==> config.mk <==
export PLATFORM = sky130hd
export DESIGN_NAME = rbuf_track
export DESIGN_NICKNAME = d
export VERILOG_FILES = /design/src/rtl/rbuf_pkg.sv /design/src/rtl/rbuf_regs.sv /design/src/rtl/rbuf_level.sv /design/src/rtl/rbuf_mark.sv /design/src/rtl/rbuf_track.sv
export SDC_FILE = /design/constraint.sdc
export NUM_CORES = 1
export LEC_CHECK = 0
export ABC_CLOCK_PERIOD_IN_PS = 10530
export BUFFER_PORTS_ARGS = -buffer_cell sky130_fd_sc_hd__buf_2
export CAP_MARGIN = 0
export CORE_MARGIN = 2
export CORE_UTILIZATION = 60
export CTS_CLUSTER_SIZE = 24
export DETAILED_ROUTE_END_ITERATION = 16
export GPL_ROUTABILITY_DRIVEN = 0
export PLACE_DENSITY = 0.8
export SLEW_MARGIN = 10
export SYNTH_ARGS = -nofsm -noshare
export SYNTH_HDL_FRONTEND = slang
export SYNTH_SLANG_ARGS = --single-unit
==> constraint.sdc <==
create_clock -name clk -period 10.53 [get_ports clk]
set_clock_uncertainty 0.2 [all_clocks]
set_input_delay 3.159 -clock clk [delete_from_list [all_inputs] [get_ports clk]]
set_output_delay 3.159 -clock clk [all_outputs]
set_load 0.01 [all_outputs]
==> src/rtl/rbuf_pkg.sv <==
// Package: shared register select codes and default geometry for the
// circular buffer tracker. Assumes 32-bit pointers with a wrap bit on top.
package rbuf_pkg;
    localparam int RB_PTR_W    = 32;
    localparam int RB_STEP     = 4;
    localparam int RB_MARK_LSB = 8;

    typedef enum logic [2:0] {
        SEL_BASE = 3'd0,
        SEL_END  = 3'd1,
        SEL_RD   = 3'd2,
        SEL_WR   = 3'd3,
        SEL_MARK = 3'd4
    } rb_sel_e;
endpackage

==> src/rtl/rbuf_regs.sv <==
// Module: rbuf_regs
// Holds first/last addresses, threshold and both pointers. Applies software
// writes and hardware advances, and flags refused advances.
// Assumes: last address >= first address, and the span is a multiple of STEP.
module rbuf_regs
    import rbuf_pkg::*;
#(
    parameter int PTR_W    = RB_PTR_W,
    parameter int STEP     = RB_STEP,
    parameter int MARK_LSB = RB_MARK_LSB
) (
    input  logic             clk,
    input  logic             rst_n,
    input  logic             capture_mode,
    input  logic             cfg_we,
    input  logic [2:0]       cfg_sel,
    input  logic [PTR_W-1:0] cfg_wdata,
    input  logic             hw_adv,
    input  logic             empty,
    input  logic             full,
    output logic [PTR_W-2:0] base_q,
    output logic [PTR_W-2:0] end_q,
    output logic [PTR_W-1:0] mark_q,
    output logic [PTR_W-1:0] rd_q,
    output logic [PTR_W-1:0] wr_q,
    output logic             xrun_q
);
    localparam int AW = PTR_W - 1;

    rb_sel_e          sel;
    logic             blocked;
    logic             adv_ok;
    logic [PTR_W-1:0] rd_step;
    logic [PTR_W-1:0] wr_step;

    // Next pointer after one step: wrap to first address and invert parity past the end.
    function automatic logic [PTR_W-1:0] step_ptr(input logic [PTR_W-1:0] p,
                                                  input logic [AW-1:0] b,
                                                  input logic [AW-1:0] e);
        logic [PTR_W-1:0] sum;
        sum = {1'b0, p[AW-1:0]} + PTR_W'(STEP);
        if (sum > {1'b0, e})
            return {~p[PTR_W-1], b};
        else
            return {p[PTR_W-1], sum[AW-1:0]};
    endfunction

    // Decode the select and decide whether a strobe may proceed.
    always_comb begin
        sel     = rb_sel_e'(cfg_sel);
        blocked = capture_mode ? full : empty;
        adv_ok  = hw_adv && !blocked;
        rd_step = step_ptr(rd_q, base_q, end_q);
        wr_step = step_ptr(wr_q, base_q, end_q);
    end

    // Register file update; a software pointer write beats a hardware step.
    always_ff @(posedge clk) begin
        if (!rst_n) begin
            base_q <= '0;
            end_q  <= '0;
            mark_q <= '0;
            rd_q   <= '0;
            wr_q   <= '0;
            xrun_q <= 1'b0;
        end else begin
            xrun_q <= hw_adv && blocked;
            if (cfg_we && sel == SEL_BASE) base_q <= cfg_wdata[AW-1:0];
            if (cfg_we && sel == SEL_END)  end_q  <= cfg_wdata[AW-1:0];
            if (cfg_we && sel == SEL_MARK)
                mark_q <= {cfg_wdata[PTR_W-1:MARK_LSB], {MARK_LSB{1'b0}}};
            if (cfg_we && sel == SEL_RD)
                rd_q <= cfg_wdata;
            else if (adv_ok && !capture_mode)
                rd_q <= rd_step;
            if (cfg_we && sel == SEL_WR)
                wr_q <= cfg_wdata;
            else if (adv_ok && capture_mode)
                wr_q <= wr_step;
        end
    end
endmodule

==> src/rtl/rbuf_level.sv <==
// Module: rbuf_level
// Pure combinational arithmetic: empty/full from the wrap bits, fill level
// modulo the span, free space and active pointer offset.
// Assumes: both pointer addresses lie within [first, last].
module rbuf_level
    import rbuf_pkg::*;
#(
    parameter int PTR_W = RB_PTR_W
) (
    input  logic             capture_mode,
    input  logic [PTR_W-1:0] rd_q,
    input  logic [PTR_W-1:0] wr_q,
    input  logic [PTR_W-2:0] base_q,
    input  logic [PTR_W-2:0] end_q,
    output logic [PTR_W-1:0] level,
    output logic [PTR_W-1:0] free_sp,
    output logic [PTR_W-1:0] position,
    output logic             empty,
    output logic             full
);
    localparam int AW = PTR_W - 1;

    logic [PTR_W-1:0] size;
    logic [AW-1:0]    ra;
    logic [AW-1:0]    wa;
    logic [AW-1:0]    act;

    // Level, flags and offset from the current register values.
    always_comb begin
        ra    = rd_q[AW-1:0];
        wa    = wr_q[AW-1:0];
        size  = {1'b0, end_q} - {1'b0, base_q} + PTR_W'(1);
        empty = (rd_q == wr_q);
        full  = (ra == wa) && (rd_q[PTR_W-1] != wr_q[PTR_W-1]);
        if (full)
            level = size;
        else if (wa >= ra)
            level = {1'b0, wa - ra};
        else
            level = {1'b0, wa} - {1'b0, ra} + size;
        free_sp  = size - level;
        act      = capture_mode ? wa : ra;
        position = {1'b0, act - base_q};
    end
endmodule

==> src/rtl/rbuf_mark.sv <==
// Module: rbuf_mark
// One-shot threshold event. The metric is free space in playback and level
// in capture. Fires when the metric exceeds the threshold while armed, then disarms.
// Assumes: re-arm wins over a same-cycle disarm; disarmed after reset.
module rbuf_mark
    import rbuf_pkg::*;
#(
    parameter int PTR_W = RB_PTR_W
) (
    input  logic             clk,
    input  logic             rst_n,
    input  logic             capture_mode,
    input  logic             rearm,
    input  logic [PTR_W-1:0] level,
    input  logic [PTR_W-1:0] free_sp,
    input  logic [PTR_W-1:0] mark_q,
    output logic             mark_evt
);
    logic armed;
    logic exceed;

    // Compare the mode's metric against the threshold.
    always_comb exceed = capture_mode ? (level > mark_q) : (free_sp > mark_q);

    // Arm state and registered pulse.
    always_ff @(posedge clk) begin
        if (!rst_n) begin
            armed    <= 1'b0;
            mark_evt <= 1'b0;
        end else begin
            mark_evt <= armed && exceed;
            if (rearm)
                armed <= 1'b1;
            else if (armed && exceed)
                armed <= 1'b0;
        end
    end
endmodule

==> src/rtl/rbuf_track.sv <==
// Module: rbuf_track (top)
// Tracks one circular buffer: registers, pointer motion, level arithmetic
// and events. Assumes a single clock and a synchronous active-low reset.
module rbuf_track
    import rbuf_pkg::*;
#(
    parameter int PTR_W    = RB_PTR_W,
    parameter int STEP     = RB_STEP,
    parameter int MARK_LSB = RB_MARK_LSB
) (
    input  logic             clk,
    input  logic             rst_n,
    input  logic             capture_mode,
    input  logic             cfg_we,
    input  logic [2:0]       cfg_sel,
    input  logic [PTR_W-1:0] cfg_wdata,
    input  logic             rearm,
    input  logic             hw_adv,
    output logic [PTR_W-1:0] rd_ptr,
    output logic [PTR_W-1:0] wr_ptr,
    output logic [PTR_W-1:0] level,
    output logic             empty,
    output logic             full,
    output logic [PTR_W-1:0] position,
    output logic             mark_evt,
    output logic             xrun_evt
);
    logic [PTR_W-2:0] base_q;
    logic [PTR_W-2:0] end_q;
    logic [PTR_W-1:0] mark_q;
    logic [PTR_W-1:0] free_sp;

    rbuf_regs #(.PTR_W(PTR_W), .STEP(STEP), .MARK_LSB(MARK_LSB)) u_regs (
        .clk(clk), .rst_n(rst_n), .capture_mode(capture_mode),
        .cfg_we(cfg_we), .cfg_sel(cfg_sel), .cfg_wdata(cfg_wdata),
        .hw_adv(hw_adv), .empty(empty), .full(full),
        .base_q(base_q), .end_q(end_q), .mark_q(mark_q),
        .rd_q(rd_ptr), .wr_q(wr_ptr), .xrun_q(xrun_evt)
    );

    rbuf_level #(.PTR_W(PTR_W)) u_level (
        .capture_mode(capture_mode), .rd_q(rd_ptr), .wr_q(wr_ptr),
        .base_q(base_q), .end_q(end_q), .level(level), .free_sp(free_sp),
        .position(position), .empty(empty), .full(full)
    );

    rbuf_mark #(.PTR_W(PTR_W)) u_mark (
        .clk(clk), .rst_n(rst_n), .capture_mode(capture_mode), .rearm(rearm),
        .level(level), .free_sp(free_sp), .mark_q(mark_q), .mark_evt(mark_evt)
    );
endmodule

==> impl_metrics.json, run 1 <==
{
  "status": "complete, no violations",
  "yosysTopAreaCellShare": 0.187,
  "port_buffers": 171,
  "nFillCells": 2924,
  "synthMuxAreaShare": 0.0149,
  "antenna_found_initial": 1,
  "grt_pass1_vias": 20221,
  "syn_nets": 3116,
  "synthSimpleGateAreaFrac": 0.203,
  "wire_per_inst_um": 21.4,
  "viasPerCell": 6.63,
  "grt_pass1_wl_mm": 108,
  "clkSinkCount": 153,
  "worst_setup_path_end_kind": "output port",
  "fin_tns_setup_ns": 0,
  "synth_compound_area_frac": 0.266,
  "multiInputGateArea_um2": 15900,
  "root_buffer": "clkbuf_16",
  "synth.most_common_cell": "nand2_1",
  "numCtsBuffers": 17,
  "ys_seq_area_frac": 0.152,
  "synth_top_family_by_area": "compound AO/OA/AOI/OAI gates",
  "grt_max_degree": 52,
  "drtAntennaViolNets": 0,
  "synthTopCellsByCount": "365 x nand2_1, 300 x ha_1, 279 x a21oi_1",
  "die_h_um": 187,
  "start_util": 0.604,
  "routed-via-count": 21906,
  "cts_tree": "done",
  "crit_type": "flop to output port",
  "synth_edf_count": 0,
  "synth_top_cell_by_area": "ha_1",
  "nets": 3216,
  "setup_viol": 0,
  "ioPinCount": 173,
  "ys_seq_elements": 153,
  "firstDrtPassIters": 7,
  "fmax_ghz": 0.0979,
  "core_um2": 33300,
  "ys_types": 83,
  "synthCells": 2740,
  "finalHoldViolCount": 0,
  "relSlewSlack": 0.101,
  "min_period_ns": 10.22,
  "avgSynthCellArea_um2": 7.33,
  "overflow": 0,
  "synthXorXnorAreaFrac": 0.0819,
  "rows": 67,
  "drv_cap": 0,
  "routed_wl_mm": 70.8,
  "design_area_um2": 21800,
  "synth-adder-area-share": 0.222,
  "place_area_um2": 21200,
  "cp.required_ns": 7.17,
  "start_kind": "flop",
  "clkTransAtPathRegs_ns": 0.07,
  "dp_hpwl_mm": 57.0,
  "dieArea_um2": 35000,
  "register_area_um2": 3060,
  "hold_path.class": "flop to flop",
  "clk_latency_ns": 0.44,
  "clk_path_buf_depth": 2,
  "report.final.slew_viol_count": 0,
  "rsz0062_at_grt": "false",
  "worst_pin_slew_ns": 1.34,
  "synthArstFlopShare": 0,
  "cp_max_fo": 6,
  "grtUsageTotal": 0.390,
  "finalCritPeriodShare": 0.970,
  "htreeDepth": 4,
  "postLayoutCoreUtil": 0.656,
  "critical_path_arrival_ns": 6.86,
  "cts_setup_buffers": 0,
  "drc": 0,
  "hold_buffers": 0,
  "synth_area_leaders": "ha_1 19%, dfxtp_1 15%, a21oi_1 6.9%",
  "whs_ns": 0.268,
  "drt-initial-drc-count": 2419,
  "synthesis.area_um2": 20100,
  "drive_above_1_share": 0.0915,
  "syn_to_final_growth_pct": 8.65,
  "die_x_um": 187,
  "ys_warn_count": 0,
  "yosys_most_used_dff": "dfxtp_1"
}
## final cells by class
class | count | share of cell area
well taps | 448 | 0.0257
clock buffers | 21 | 0.0211
multi-input cells | 2280 | 0.727
repair buffers | 191 | 0.0461
flip-flops and latches | 153 | 0.140
clock inverters | 10 | 0.00539
diodes | 2 | 0.000229
inverters | 197 | 0.0339
## state kept, by name (all words and copies together), names as in the netlist
name / flops
u_regs.mark_q: 24
u_mark.armed: 1
u_regs.base_q: 31
u_regs.xrun_q: 1
u_regs.end_q: 31
u_regs.rd_q: 32
u_mark.mark_evt: 1
u_regs.wr_q: 32
## metrics by stage
| stage | std cells | setup WS, ns |
|---|---|---|
| after floorplan | 2740 | 0.967 |
| after global placement | 3269 | 0.718 |
| after detailed placement | 3269 | 0.583 |
| after CTS | 3300 | 0.394 |
| after global routing | 3301 | 0.00798 |
| final | 3302 | 0.315 |
## worst max-delay path, stage by stage (launching register included)
cell and delay, ns:
dfxtp_1 0.42, inv_1 0.12, ha_1 0.37, ha_1 0.33, a211oi_1 0.31, o21a_1 0.22
nor3_1 0.10, o211ai_1 0.31, nand2_1 0.14, a21o_1 0.19, a21oi_1 0.18, xnor2_1 0.28
fa_1 0.52, ha_1 0.40, a21o_1 0.20, a21oi_1 0.19, o221ai_1 0.17, a2111oi_1 0.53
a211oi_2 0.12, o31ai_2 0.43, o21ai_0 0.17, xor2_1 0.18, a221o_1 0.38, buf_2 0.15
## final timing paths
kind	startpoint	endpoint	slack, ns	depth (start not counted)
max	u_regs.base_q[2]$_SDFFE_PN0P_	level[29]	0.31	23
min	u_regs.mark_q[29]$_SDFFE_PN0P_	u_regs.mark_q[29]$_SDFFE_PN0P_	0.27	2
max reg2reg	u_regs.base_q[2]$_SDFFE_PN0P_	u_mark.armed$_SDFFE_PN0P_	0.60	40
min reg2reg	u_regs.mark_q[29]$_SDFFE_PN0P_	u_regs.mark_q[29]$_SDFFE_PN0P_	0.27	2
## kinds of logic (layout without fill, tap and decap cells)
| kind of cell | Yosys count | in the layout |
|---|---|---|
| other cells | 1 | 3 |
| fa+ha+maj | 335 | 335 |
| mux | 30 | 30 |
| buf+inv | 307 | 419 |
| xor+xnor | 188 | 188 |
| compound gates | 854 | 854 |
| simple gates | 872 | 872 |
| flops | 153 | 153 |
## per-layer routing
metal / global-route usage / share of wire / up-vias / wire length [um]
met4: 0.189 / 0.052 / 0 / 3690
met2: 0.600 / 0.42 / 1470 / 30000
met1: 0.525 / 0.40 / 10101 / 28200
met3: 0.0719 / 0.13 / 243 / 8950
li1: - / - / 10092 / -
met5: 0 / 0 / - / 0
## placed cells by master, fill, tap and decap left out, drive strengths merged, types with 8 or more instances in the layout
cell       n
nand2b    20
nor2     141
a21oi    280
ha       300
inv      199
xor2      51
fa        35
a211oi    44
and3      17
buf      191
mux2i     30
nand4     55
a2111oi    8
a221oi    18
dfxtp    153
o211ai    19
a21o      93
or3       16
o31ai     15
or2        9
nand3     62
and2      23
o22ai      9
o21a      43
a21boi     8
a221o      9
o21ai    195
nor4      26
nor3      87
nand2    365
o21bai    20
a31oi     30
nor2b     24
o31a      18
xnor2    137
clkbuf    21
## what timing repair did
item / 4_1_cts / 5_1_grt
endpoints found under the hold margin: 0 / 0
resized for setup: 0 / 4
setup endpoints to repair: 0 / 2
Power of run 1 is not shown: default switching activity piles up to over one toggle a cycle in this logic, so the estimate is an artifact.
==> inputs of run 2 (changes only) <==
--- a/config.mk
+++ b/config.mk
@@ -9,11 +9,12 @@
 export BUFFER_PORTS_ARGS = -buffer_cell sky130_fd_sc_hd__buf_2
 export CAP_MARGIN = 0
 export CORE_MARGIN = 2
-export CORE_UTILIZATION = 60
+export CORE_UTILIZATION = 53
 export CTS_CLUSTER_SIZE = 24
 export DETAILED_ROUTE_END_ITERATION = 16
 export GPL_ROUTABILITY_DRIVEN = 0
-export PLACE_DENSITY = 0.8
+export MAX_ROUTING_LAYER = met4
+export PLACE_DENSITY = 0.72
 export SLEW_MARGIN = 10
 export SYNTH_ARGS = -nofsm -noshare
 export SYNTH_HDL_FRONTEND = slang
==> run 2 against run 1 <==
Cell area is 0.39% higher; routed wire length is 2.9% higher; non-clock buffer count is 4 higher; cell count is 2.0% higher; maximum frequency is 0.82% lower; largest cell class unchanged; highest routed layer unchanged; register-to-register slack better by 0.17 ns; worst hold slack worse by 0.010 ns.
==> impl_metrics.json, run 2 (synthesized netlist as in run 1, its figures left out) <==
{
  "antenna_found_initial": 0,
  "clkTransAtPathRegs_ns": 0.07,
  "reg2regPathDepth": 41,
  "nets": 3220,
  "final_cell_count_no_fill": 3368,
  "rows": 71,
  "wire_per_inst_um": 21.6,
  "fin_tns_setup_ns": 0,
  "crit_type": "flop to output port",
  "numCtsBuffers": 17,
  "hold_path.class": "flop to flop",
  "port_buffers": 171,
  "drc": 0,
  "hold_buffers": 0,
  "critPathMaxStageDelay_ns": 0.65,
  "top_regs": "u_regs.rd_q (32), u_regs.wr_q (32)",
  "grt_pass1_vias": 20016,
  "setup_viol": 0,
  "cp.required_ns": 7.17,
  "layout_common_cells": "365 x nand2_1, 300 x ha_1, 279 x a21oi_1",
  "min_from": "u_regs.base_q[3]$_SDFFE_PN0P_",
  "clkSinkCount": 153,
  "clk_latency_ns": 0.45,
  "grt_pass1_wl_mm": 110,
  "diodes": 0,
  "drtAntennaViolNets": 0,
  "dieArea_um2": 39500,
  "relSlewSlack": 0.161,
  "clk_path_buf_depth": 2,
  "firstDrtPassIters": 6,
  "ff2ff_setup_slack_ns": 0.77,
  "routed-via-count": 21677,
  "htreeDepth": 4,
  "fmax_ghz": 0.0971,
  "worst_pin_slew_ns": 1.25,
  "routed_wl_mm": 72.9,
  "status": "complete, no violations",
  "viasPerCell": 6.44,
  "crit_family": "compound AO/OA/AOI/OAI gates",
  "cp_max_fo": 6,
  "crit_buf_inv": 2,
  "die_x_um": 199,
  "grtUsageTotal": 0.372,
  "min_period_ns": 10.30,
  "cts_tree": "done",
  "core_um2": 37500,
  "rsz0062_at_grt": "false",
  "r2r-start": "u_regs.end_q[1]$_SDFFE_PN0P_",
  "whs_path_depth": 2,
  "drt-initial-drc-count": 2774,
  "worstReg2RegEnd": "u_mark.armed$_SDFFE_PN0P_",
  "syn_to_final_growth_pct": 9.07,
  "slowest_stage": "a2111oi_0",
  "overflow": 0,
  "worst_setup_path_end_kind": "output port",
  "grt_max_degree": 56,
  "final_common_cell": "nand2_1",
  "report.final.slew_viol_count": 0,
  "start_util": 0.536,
  "root_buffer": "clkbuf_16",
  "dp_hpwl_mm": 59.2,
  "cpMostUsedCell": "ha_1",
  "crit_chain": "ha_1 > inv_1 > ha_1 > fa_1 > a211oi_1 > o21ai_1 > or3b_1 > and2_1 > o21bai_1 > a21oi_1 > xnor2_1 > fa_1 > ha_1 > a21o_1 > a21oi_1 > o21ai_0 > a21o_1 > a31o_2 > a211oi_1 > o21a_1 > nor3_1 > a2111oi_0 > nand2_1 > buf_2",
  "start_kind": "flop",
  "holdPathEnd": "u_regs.base_q[3]$_SDFFE_PN0P_",
  "die_h_um": 199,
  "finalCritPeriodShare": 0.978,
  "drv_cap": 0,
  "finalHoldViolCount": 0,
  "drive_above_1_share": 0.0945,
  "critical_path_arrival_ns": 6.94,
  "ioPinCount": 173,
  "dp_cells": 3336
}
==> run 2: cell types whose count changed in the layout (fill, tap and decap cells not counted), sizes merged <==
| cell | change |
|---|---|
| clkbuf | -2 |
| inv | +1 |
| buf | +4 |
| bufinv | -2 |
| diode | -2 |
| clkinv | +4 |
==> run 2: how the worst max path moves through the flow <==
stage,from,end,slack [ns],cells past startpoint
after CTS,u_regs.base_q[4]$_SDFFE_PN0P_,level[31],0.30,22
after global placement,capture_mode,position[30],0.63,15
final,u_regs.base_q[1]$_SDFFE_PN0P_,level[26],0.23,24
after floorplan,capture_mode,position[28],0.97,15
after global routing,u_regs.base_q[2]$_SDFFE_PN0P_,level[29],0.004,22
after detailed placement,capture_mode,position[30],0.39,15
==> run 2: layout make-up <==
class	instances	area, um^2
multi-input combinational	2280	15900
fill	3590	15600
sequential	153	3060
timing repair buffer	195	1040
inverter	197	739
tap	511	639
clock buffer	19	453
clock inverter	13	93.8
==> run 2: layer usage <==
layer,part of all wire,up-vias,global-route usage
met3,0.11,208,0.0417
met5,0,-,-
li1,-,10089,-
met1,0.42,10041,0.500
met2,0.43,1339,0.567
met4,0.047,0,0.159
==> run 2: repair_timing <==
item | CTS | global route
endpoints found under the setup margin | 0 | 6
endpoints found under the hold margin | 0 | 0
buffers inserted | 0 | 0
gates resized for setup | 0 | 7
==> run 2: through the flow <==
| step | util | cell area [um^2] | worst slack (ns) | hold slack, ns |
|---|---|---|---|---|
| after floorplan | - | 20100 | 0.967 | 0.236 |
| after global placement | 0.569 | 21300 | 0.627 | 0.245 |
| after detailed placement | 0.569 | 21300 | 0.386 | 0.248 |
| after CTS | 0.584 | 21900 | 0.301 | 0.257 |
| after global routing | 0.585 | 21900 | 0.00419 | 0.279 |
| final | 0.585 | 21900 | 0.231 | 0.257 |
==> run 2: tightest hold or removal path, stage by stage (launching register included) <==
cell     delay [ns]
dfxtp_1        0.31
nand2_1        0.05
a21oi_1        0.05
Power of run 2 is left out for the same reason.
